### config.mk
export PLATFORM = sky130hd
export DESIGN_NAME = dma_fifo_flush_ctrl
export DESIGN_NICKNAME = d
export VERILOG_FILES = /design/src/rtl/dffc_pkg.sv /design/src/rtl/dffc_ctrl_reg.sv /design/src/rtl/dffc_fifo.sv /design/src/rtl/dffc_flush_eng.sv /design/src/rtl/dffc_fetch_gate.sv /design/src/rtl/dma_fifo_flush_ctrl.sv
export SDC_FILE = /design/constraint.sdc
export NUM_CORES = 1
export LEC_CHECK = 0
export BUFFER_PORTS_ARGS = -buffer_cell sky130_fd_sc_hd__buf_2
export CAP_MARGIN = 20
export CORE_ASPECT_RATIO = 0.9
export CORE_UTILIZATION = 50
export DETAILED_ROUTE_END_ITERATION = 8
export MAX_ROUTING_LAYER = met4
export PLACE_DENSITY = 0.7
export SYNTH_ARGS = -nofsm -noshare
export SYNTH_HDL_FRONTEND = slang
export SYNTH_HIERARCHICAL = 1
export SYNTH_SLANG_ARGS = --single-unit
### constraint.sdc
create_clock -name clk -period 8.1 [get_ports clk]
set_clock_uncertainty 0.15 [all_clocks]
set_input_delay 1.62 -clock clk [delete_from_list [all_inputs] [get_ports clk]]
set_output_delay 1.62 -clock clk [all_outputs]
set_load 0.02 [all_outputs]
### src/rtl/dffc_pkg.sv
package dffc_pkg;
  localparam int CTRL_W    = 8;
  localparam int BIT_FLUSH = 3;
  localparam int BIT_CLR   = 2;
  localparam int BIT_MODE  = 1;
  localparam int BIT_SPARE = 0;

  typedef struct packed {
    logic flush;
    logic clr;
    logic mode;
    logic spare;
  } ctrl_lo_t;

  localparam ctrl_lo_t CTRL_RST = '{flush: 1'b0, clr: 1'b0, mode: 1'b0, spare: 1'b1};
endpackage

### src/rtl/dffc_ctrl_reg.sv
module dffc_ctrl_reg
  import dffc_pkg::*;
#(
  parameter logic [3:0] REV = 4'h2
) (
  input  logic              clk,
  input  logic              rst,
  input  logic              wr_en,
  input  logic [CTRL_W-1:0] wr_data,
  output logic [CTRL_W-1:0] rd_data,
  output logic              flush_on,
  output logic              clr_on,
  output logic              fetch_mode
);
  logic [3:0] rev_q;
  ctrl_lo_t   lo_q;

  always_ff @(posedge clk) begin
    if (rst) begin
      rev_q <= REV;
      lo_q  <= CTRL_RST;
    end else begin
      // clear bit lives exactly one cycle unless rewritten
      lo_q.clr <= wr_en & wr_data[BIT_CLR];
      if (wr_en) begin
        lo_q.flush <= wr_data[BIT_FLUSH];
        lo_q.mode  <= wr_data[BIT_MODE];
        lo_q.spare <= wr_data[BIT_SPARE];
      end
    end
  end

  assign rd_data    = {rev_q, lo_q};
  assign flush_on   = lo_q.flush;
  assign clr_on     = lo_q.clr;
  assign fetch_mode = lo_q.mode;

  AST_REV_FIXED: assert property (@(posedge clk) disable iff (rst)
    (wr_en && wr_data[7:4] != REV) |=> rd_data[7:4] == REV);
  AST_CLR_SELF: assert property (@(posedge clk) disable iff (rst)
    (rd_data[BIT_CLR] && !(wr_en && wr_data[BIT_CLR])) |=> !rd_data[BIT_CLR]);
  AST_FLUSH_STICKY: assert property (@(posedge clk) disable iff (rst)
    (rd_data[BIT_FLUSH] && !wr_en) |=> rd_data[BIT_FLUSH]);
endmodule

### src/rtl/dffc_fifo.sv
module dffc_fifo #(
  parameter int DATA_W = 8,
  parameter int DEPTH  = 16,
  localparam int AW    = (DEPTH > 1) ? $clog2(DEPTH) : 1,
  localparam int CW    = $clog2(DEPTH + 1)
) (
  input  logic              clk,
  input  logic              rst,
  input  logic              clr,
  input  logic              hold,
  input  logic              push_req,
  input  logic [DATA_W-1:0] push_din,
  output logic              push_ready,
  input  logic              pop_req,
  input  logic              drain,
  output logic [DATA_W-1:0] pop_data,
  output logic [DATA_W-1:0] head,
  output logic              empty,
  output logic              full,
  output logic [CW-1:0]     count
);
  logic [DATA_W-1:0] store [DEPTH];
  logic [AW-1:0]     wr_ptr, rd_ptr;
  logic              push_ok, user_ok, take;

  function automatic logic [AW-1:0] nxt(input logic [AW-1:0] p);
    return (p == AW'(DEPTH - 1)) ? '0 : p + AW'(1);
  endfunction

  assign empty      = (count == '0);
  assign full       = (count == CW'(DEPTH));
  assign push_ready = !full && !hold;
  assign push_ok    = push_req && push_ready;
  assign user_ok    = pop_req && !empty && !hold;
  assign take       = user_ok || drain;
  assign head       = store[rd_ptr];

  always_ff @(posedge clk) begin
    if (push_ok) store[wr_ptr] <= push_din;
  end

  always_ff @(posedge clk) begin
    if (rst || clr) begin
      wr_ptr <= '0;
      rd_ptr <= '0;
      count  <= '0;
    end else begin
      if (push_ok) wr_ptr <= nxt(wr_ptr);
      if (take)    rd_ptr <= nxt(rd_ptr);
      if (push_ok && !take)      count <= count + CW'(1);
      else if (take && !push_ok) count <= count - CW'(1);
    end
  end

  // output word is left alone by a clear
  always_ff @(posedge clk) begin
    if (rst)          pop_data <= '0;
    else if (user_ok) pop_data <= store[rd_ptr];
  end

  AST_NO_OVERFLOW: assert property (@(posedge clk) disable iff (rst)
    count <= CW'(DEPTH));
  AST_CLR_EMPTIES: assert property (@(posedge clk) disable iff (rst)
    clr |=> (count == '0 && empty));
  AST_CLR_KEEPS_OUT: assert property (@(posedge clk) disable iff (rst)
    clr |=> $stable(pop_data));
  AST_DRAIN_COUNT: assert property (@(posedge clk) disable iff (rst)
    (drain && !push_ok && !clr) |=> count == $past(count) - CW'(1));
endmodule

### src/rtl/dffc_flush_eng.sv
module dffc_flush_eng #(
  parameter int DATA_W = 8,
  parameter int ADDR_W = 32
) (
  input  logic              clk,
  input  logic              rst,
  input  logic              go,
  input  logic              fifo_empty,
  input  logic [DATA_W-1:0] head,
  input  logic              addr_ld,
  input  logic [ADDR_W-1:0] addr_ld_val,
  input  logic              addr_down,
  input  logic              mem_ready,
  output logic              mem_valid,
  output logic [ADDR_W-1:0] mem_addr,
  output logic [DATA_W-1:0] mem_data,
  output logic              drain
);
  logic [ADDR_W-1:0] cur_addr;

  assign mem_valid = go && !fifo_empty;
  assign drain     = mem_valid && mem_ready;
  assign mem_addr  = cur_addr;
  assign mem_data  = head;

  always_ff @(posedge clk) begin
    if (rst)          cur_addr <= '0;
    else if (addr_ld) cur_addr <= addr_ld_val;
    else if (drain)   cur_addr <= addr_down ? cur_addr - ADDR_W'(1) : cur_addr + ADDR_W'(1);
  end

  AST_ADDR_STEP: assert property (@(posedge clk) disable iff (rst)
    (mem_valid && mem_ready && !addr_ld) |=>
      mem_addr == ($past(addr_down) ? $past(mem_addr) - ADDR_W'(1)
                                    : $past(mem_addr) + ADDR_W'(1)));
endmodule

### src/rtl/dffc_fetch_gate.sv
module dffc_fetch_gate (
  input  logic clk,
  input  logic rst,
  input  logic mode,
  input  logic fetch_cycle,
  input  logic fetch_opcode,
  output logic strobe
);
  always_ff @(posedge clk) begin
    if (rst) strobe <= 1'b0;
    else     strobe <= fetch_cycle && (!mode || fetch_opcode);
  end

  AST_FETCH_OPC: assert property (@(posedge clk) disable iff (rst)
    (mode && !fetch_opcode) |=> !strobe);
endmodule

### src/rtl/dma_fifo_flush_ctrl.sv
module dma_fifo_flush_ctrl
  import dffc_pkg::*;
#(
  parameter int         DATA_W = 8,
  parameter int         DEPTH  = 16,
  parameter int         ADDR_W = 32,
  parameter logic [3:0] REV    = 4'h2
) (
  input  logic                         clk,
  input  logic                         rst,
  input  logic                         reg_wr_en,
  input  logic [CTRL_W-1:0]            reg_wr_data,
  output logic [CTRL_W-1:0]            reg_rd_data,
  input  logic                         addr_ld,
  input  logic [ADDR_W-1:0]            addr_ld_val,
  input  logic                         addr_down,
  input  logic                         push_valid,
  input  logic [DATA_W-1:0]            push_data,
  output logic                         push_ready,
  input  logic                         pop_en,
  output logic [DATA_W-1:0]            pop_data,
  output logic                         fifo_empty,
  output logic                         fifo_full,
  output logic [$clog2(DEPTH+1)-1:0]   fifo_count,
  output logic                         mem_valid,
  input  logic                         mem_ready,
  output logic [ADDR_W-1:0]            mem_addr,
  output logic [DATA_W-1:0]            mem_data,
  input  logic                         fetch_cycle,
  input  logic                         fetch_opcode,
  output logic                         fetch_strobe
);
  logic              flush_on, clr_on, fetch_mode, drain;
  logic [DATA_W-1:0] head;

  dffc_ctrl_reg #(.REV(REV)) u_ctrl (
    .clk(clk), .rst(rst), .wr_en(reg_wr_en), .wr_data(reg_wr_data),
    .rd_data(reg_rd_data), .flush_on(flush_on), .clr_on(clr_on),
    .fetch_mode(fetch_mode)
  );

  dffc_fifo #(.DATA_W(DATA_W), .DEPTH(DEPTH)) u_fifo (
    .clk(clk), .rst(rst), .clr(clr_on), .hold(flush_on | clr_on),
    .push_req(push_valid), .push_din(push_data), .push_ready(push_ready),
    .pop_req(pop_en), .drain(drain), .pop_data(pop_data), .head(head),
    .empty(fifo_empty), .full(fifo_full), .count(fifo_count)
  );

  dffc_flush_eng #(.DATA_W(DATA_W), .ADDR_W(ADDR_W)) u_flush (
    .clk(clk), .rst(rst), .go(flush_on & ~clr_on), .fifo_empty(fifo_empty),
    .head(head), .addr_ld(addr_ld), .addr_ld_val(addr_ld_val),
    .addr_down(addr_down), .mem_ready(mem_ready), .mem_valid(mem_valid),
    .mem_addr(mem_addr), .mem_data(mem_data), .drain(drain)
  );

  dffc_fetch_gate u_fetch (
    .clk(clk), .rst(rst), .mode(fetch_mode), .fetch_cycle(fetch_cycle),
    .fetch_opcode(fetch_opcode), .strobe(fetch_strobe)
  );

  AST_PUSH_BLOCK: assert property (@(posedge clk) disable iff (rst)
    reg_rd_data[BIT_FLUSH] |-> !push_ready);
  AST_CLR_NO_DRAIN: assert property (@(posedge clk) disable iff (rst)
    reg_rd_data[BIT_CLR] |-> !mem_valid);
endmodule

---- Word level (Yosys, flattened, before mapping) ----
Memory sizes are Yosys's and may differ from the RTL's. A register that Yosys moved wholly into a read port is not among the register bits.
Index checks and enable logic that the tools add are counted.
storage, ports and cells
  logic and storage cells ................. 56
  memory bits (writable) .................. 128
  bits in latches ......................... 0
  input port bits ......................... 58
  memory bits (read-only) ................. 0
  register bits ........................... 58
  memories ................................ 1
operators by class
  $mul .................................... 0
  div/mod/pow operators ................... 0
  reduce and logical (&&, ||, !) cells .... 21
  order comparisons ....................... 0
  eq/ne operators ......................... 3
  muxes and demuxes ....................... 11
  shifts and indexed selects .............. 0
  bitwise gates (word level) .............. 4
  add/sub/neg operators ................... 6
memories
  name          words  bits a word  read ports  clocked after Yosys merged registers in  write ports  line             text
  u_fifo.store  16     8            1           1                                        1            dffc_fifo.sv:22  logic [DATA_W-1:0] store [DEPTH];
operators by type and width
  kind                   number
  $mux 32                3
  $add 32x1->32 const B  1
  $sub 32x1->32 const B  1
  $mux 4                 4
  $mux 5                 2
  $logic_and 1x1->1      9
  $add 4x1->4 const B    2
  $eq 4x4->1 const B     2
  $logic_not 1->1        6
  $add 5x1->5 const B    1
  $eq 5x5->1 const B     1
  $logic_not 5->1        1
  $sub 5x1->5 const B    1
  $reduce_bool 2->1      2
  $logic_or 1x1->1       3
  $and 1x1->1            2
  $mux 1                 2
  $not 1->1              1
  $or 1x1->1             1

---- Logic depth before layout (Yosys ltp) ----
  depth after elaboration ................. 8
  depth in mapped cells ................... 15
  gate-level depth less buffers ........... 14

---- By module ----
Netlist, hierarchy kept.
modules (own cells, without submodules)
  module               cells each  sequential area each (µm²)  area each (µm²)  times used
  dffc_fifo            353         4,344.2                     6,291.0          1
  dffc_flush_eng       433         640.6                       3,113.0          1
  dffc_ctrl_reg        21          80.1                        190.2            1
  dffc_fetch_gate      3           20.0                        46.3             1
  dma_fifo_flush_ctrl  2           0.0                         15.0             1

---- Worst setup path before layout ----
No wires, ideal clock.
  kind .................................... input to register
  start point ............................. input mem_ready
  end point ............................... register u_fifo.count[4]
  stages on the path ...................... 12
  setup slack ............................. 3.949 ns
  arrival time ............................ 3.942 ns
  path buffers ............................ 1
  cells stage by stage .................... nand2_1 > inv_2 > clkbuf_1 > nor2_4 > ha_1 > inv_1 > ha_1 > nor2b_1 > o21a_1 > or4_1 > a211oi_1 > a31o_1
on the way
  longest elaborated chain between the ends .. 5
  elaborated cells between the ends (all ways) .. 7
  classes of those cells .................. mux (1); reduce/logical (6)
ends and longest elaborated chain
  what                                         line                       text
  start, declared                              dma_fifo_flush_ctrl.sv:26  input logic mem_ready,
  $logic_and 1x1->1 (*)                        dffc_flush_eng.sv:22       assign drain = mem_valid && mem_ready;
  net drain                                    dma_fifo_flush_ctrl.sv:33  logic flush_on, clr_on, fetch_mode, drain;
  $logic_or 1x1->1 (*)                         dffc_fifo.sv:35            assign take = user_ok || drain;
  $logic_not 1->1                              dffc_fifo.sv:50            if (push_ok && !take) count <= count + CW'(1);
  $logic_and 1x1->1                            dffc_fifo.sv:50
  $mux 5 or $reduce_bool 2->1 (tied branches)  n/a
  end signal, assigned                         dffc_fifo.sv:50
  end signal, assigned                         dffc_fifo.sv:51            else if (take && !push_ok) count <= count - CW'(1);
  end, declared                                dffc_fifo.sv:20            output logic [CW-1:0] count
The timed path passes the listed nets; every way through them passes the cells marked *.
A chain may end at the register's enable or synchronous reset.

---- Worst setup path after layout ----
  start point ............................. input addr_down
  end point ............................... register u_flush.cur_addr[28], in the netlist u_flush/mem_addr[28]
on the way
  longest elaborated chain between the ends .. 3
ends and longest elaborated chain
  what                   line                       text
  start, declared        dma_fifo_flush_ctrl.sv:16  input logic addr_down,
  $mux 32 (2 in series)  dffc_flush_eng.sv:29       else if (drain) cur_addr <= addr_down ? cur_addr - ADDR_W'(1) : cur_addr + ADDR_W'(1);
  $mux 32                dffc_flush_eng.sv:28       else if (addr_ld) cur_addr <= addr_ld_val;
  end signal, assigned   dffc_flush_eng.sv:28
  end signal, assigned   dffc_flush_eng.sv:29
  end, declared          dffc_flush_eng.sv:19       logic [ADDR_W-1:0] cur_addr;
No other way between the ends. The select of a mux whose other input is x is not followed.

==> reports/qor.csv <==
stage;metric;value;unit
finish;fraction of layout cells with a size suffix above 1;0.210;
flow_run;Max Cap Viol;0;
grt;GRT overflow;0;
critical_path;reg2reg start;u_fifo/count[0];
pwr;internal power;1.78;mW
cts;clk sinks;190;
min_path;Hold Crit Depth;2;
finish;number of diodes;0;
cts;Clk Latency, worst-skew pair;440;ps
routing;Residual DRC;0;
pwr;Peak VDD IR;0.230;mV
critical_path;crit path capture;u_flush/mem_addr[28];
critical_path;CP endpoint kind;flop;
cts;number of H-tree levels;4;
pwr;Reg power frac;0.431;
routing;routed wl met2;10400;um
critical_path;Critical Path Fanout Max;34;
cts;Setup Buffers After CTS;0;
cts;CTS resizes;0;
timing;Fin. Hold Viols;0;
die;row count;47;
routing;WL met3;1100;um
die;Chip Height;134;um
pwr;Power Total;2.66;mW
routing;routed vias;6857;
routing;top layer used by detailed routing;met4;
cts;Clock transition at path regs;80;ps
die;# IOs;124;
synth;number of synthesized flops with an enable pin;128;
placement;hpwl dp;14600;um
grt;All-Layer GR Usage;0.236;
finish;most common cell after layout, fill and taps aside;edfxtp_1;
critical_path;setup slack, reg-to-reg;3820;ps
finish;most frequent cells in the layout;edfxtp_1 (128), buf_2 (115), nand2_1 (80);
synth;Yosys reg bits;190;
pwr;NetSw;878;uW
timing;min Tclk post-route;4410;ps
die;Core ar.;0.0186;mm^2
grt;global-route wire length before repair;34300;um
synth;post-synth top area cell;edfxtp_1;
grt;largest net degree at the start of global routing;50;
pwr;Sw Ratio;0.330;
pwr;Clock power frac;0.321;
critical_path;FF-to-FF path depth;15;
critical_path;Critical path origin;addr_down;
synth;synth top area cells;edfxtp_1 (40%), dfxtp_1 (13%), ha_1 (5.2%), mux4_1 (4.9%), a21oi_1 (4.0%);
routing;initial drt markers;478;
synth;Yosys cell types;77;
synth;Async SR Flop Fraction;0;
die;die width;148;um
cts;Root Buffer;clkbuf_16;
finish;final-stage net count;1005;
routing;final wirelength;21900;um
routing;Post-DRT Antenna Nets;0;
die;starting density of the core;0.518;
critical_path;CP startpoint kind;input pin;
synth;Primary FF master, synth;edfxtp_1;
timing;Max Clock Freq;0.227;GHz
min_path;worst min path class;reg2reg;
placement;Routability Congestion;0.891;
synth;Post-Syn Instances;812;
cts;CTS Buffer Depth;2;
cts;Hold Buf Count CTS;0;
timing;Tcrit/Tclk final;0.545;
grt;antenna violations before repair;0;
timing;Slew Viols, Final;0;
critical_path;Crit Path Category;in2reg;
synth;YS warnings;6;
routing;DRT met1 WL;10000;um
routing;Pre-antenna DRT Iters;5;
synth;Avg Cell Area, Syn;11.9;um^2
critical_path;Worst EP required;8250;ps
cts;CTS tree;built;
timing;unrepaired setup endpoints after global routing;false;
finish;area growth from synthesis to final layout;12.8;%
routing;vias per cell;5.90;
placement;port bufs;115;
routing;WL/cell;18.8;um
cts;cts bufs inserted;17;
grt;number of global-route vias before repair;6408;
pwr;Cell Pwr Density;244;mW/mm^2
critical_path;Arr. time, crit path;4560;ps
run_status;status;complete, no violations;
synth;share of the synthesized area in the top cell type;0.398;
timing;endpoints failing setup;0;
synth;Seq/Total Area, Yosys;0.527;
timing;Max-slew headroom;0.269;
pwr;Comb pwr share;0.248;
timing;setup TNS;0;ps
die;die area;0.0199;mm^2
critical_path;reg-to-reg endpoint;u_fifo/count[4];
synth;Mapped Area;0.00966;mm^2
pwr;Leak;4.08;nW
timing;worst slew pin tran;1090;ps
[cell families (layout without fill, tap and decap cells)]
| group | Yosys count | after routing | synth area share |
|---|---|---|---|
| muxes | 62 | 62 | 0.113 |
| and+or+nand+nor | 226 | 226 | 0.109 |
| DFF | 190 | 190 | 0.527 |
| xor gates and xnor gates | 31 | 31 | 0.0281 |
| other | 2 | 4 | 0.000778 |
| buffers and inverters | 73 | 177 | 0.0428 |
| adders and majority gates | 42 | 42 | 0.0560 |
| AOI/OAI and AO/OA | 186 | 186 | 0.124 |
[critical path, cell delays in order]
cell      delay, ps
buf_2           600
ha_1            420
a21oi_1         200
nor2_1           60
a21oi_1         370
a311oi_2        180
nor3_1          620
o41ai_2         200
xnor2_1         180
o22ai_1          90
[stage by stage]
stage	cells	hold slack [ps]	setup slack [ps]	instance area, um^2	util
CTS	1163	304	3730	10900	0.584
finish	1163	304	3690	10900	0.584
global route	1163	323	3490	10900	0.584
floorplan	814	335	3950	9660	-
global placement	1131	292	3370	10300	0.552
detailed placement	1131	294	3320	10300	0.552
[synth_stat cells, types with 3 or more instances]
cell and number:
edfxtp_1 128, nand2_1 80, a21oi_1 77, nor2_1 74, dfxtp_1 62, ha_1 40, o21ai_0 29, mux2i_1 28
clkbuf_1 22, inv_1 20, mux4_1 18, buf_4 17, xnor2_1 17, nor3_1 16, mux4_2 14, xor2_1 14
nand3_1 12, nand4_1 9, a211oi_1 7, a31oi_1 7, o22ai_1 7, a21o_1 6, a221oi_1 6, o21a_1 6
o21bai_1 6, buf_2 5, nor2b_1 5, and3_1 4, nand2b_1 4, o21ai_1 4, a2111oi_0 3, a311oi_1 3
or3_1 3, or4_1 3
[area by class of cell]
class / count / area (um^2)
tap: 245 / 307
clock inverter: 15 / 181
timing repair buffer: 123 / 636
sequential: 190 / 5090
fill: 1494 / 7750
multi-input combinational: 551 / 4170
inverter: 22 / 82.6
clock buffer: 17 / 425
[power by group through the flow]
stage / Combinational [mW] / Sequential [mW] / Clock, mW
final: 0.660 / 1.15 / 0.855
after global routing: 0.730 / 1.15 / 0.908
after CTS: 0.661 / 1.15 / 0.871
after detailed placement: 0.658 / 1.17 / 0
after global placement: 0.647 / 1.17 / 0
after floorplan: 0.458 / 1.19 / 0
[registers in the layout, indices dropped and copies added (netlist names), named ones only]
signal             count
u_fifo/wr_ptr          4
u_fifo/count           5
u_flush/mem_addr      32
u_fetch/strobe         1
u_ctrl/clr_on          1
u_fifo/rd_ptr          4
u_fifo/store         128
u_ctrl/flush_on        1
u_ctrl/fetch_mode      1
u_fifo/pop_data        8
u_ctrl/rd_data         1
[per-layer routing]
metal	GRT usage	vias to the layer above
li1	-	3250
met1	0.317	3382
met2	0.362	205
met3	0.0432	20
met4	0.0750	0
met5	-	-
[how the worst min path moves through the flow]
stage | endpoint | startpoint | slack, ps
after floorplan | u_ctrl/fetch_mode | u_ctrl/fetch_mode | 330
after global placement | u_fifo/pop_data[3] | u_fifo/pop_data[3] | 290
after detailed placement | u_fifo/pop_data[6] | u_fifo/pop_data[6] | 290
after CTS | u_fifo/pop_data[6] | u_fifo/pop_data[6] | 300
after global routing | u_fifo/pop_data[2] | u_fifo/pop_data[2] | 320
final | u_fifo/pop_data[3] | u_fifo/pop_data[3] | 300
(Power assumes the default switching activity.)
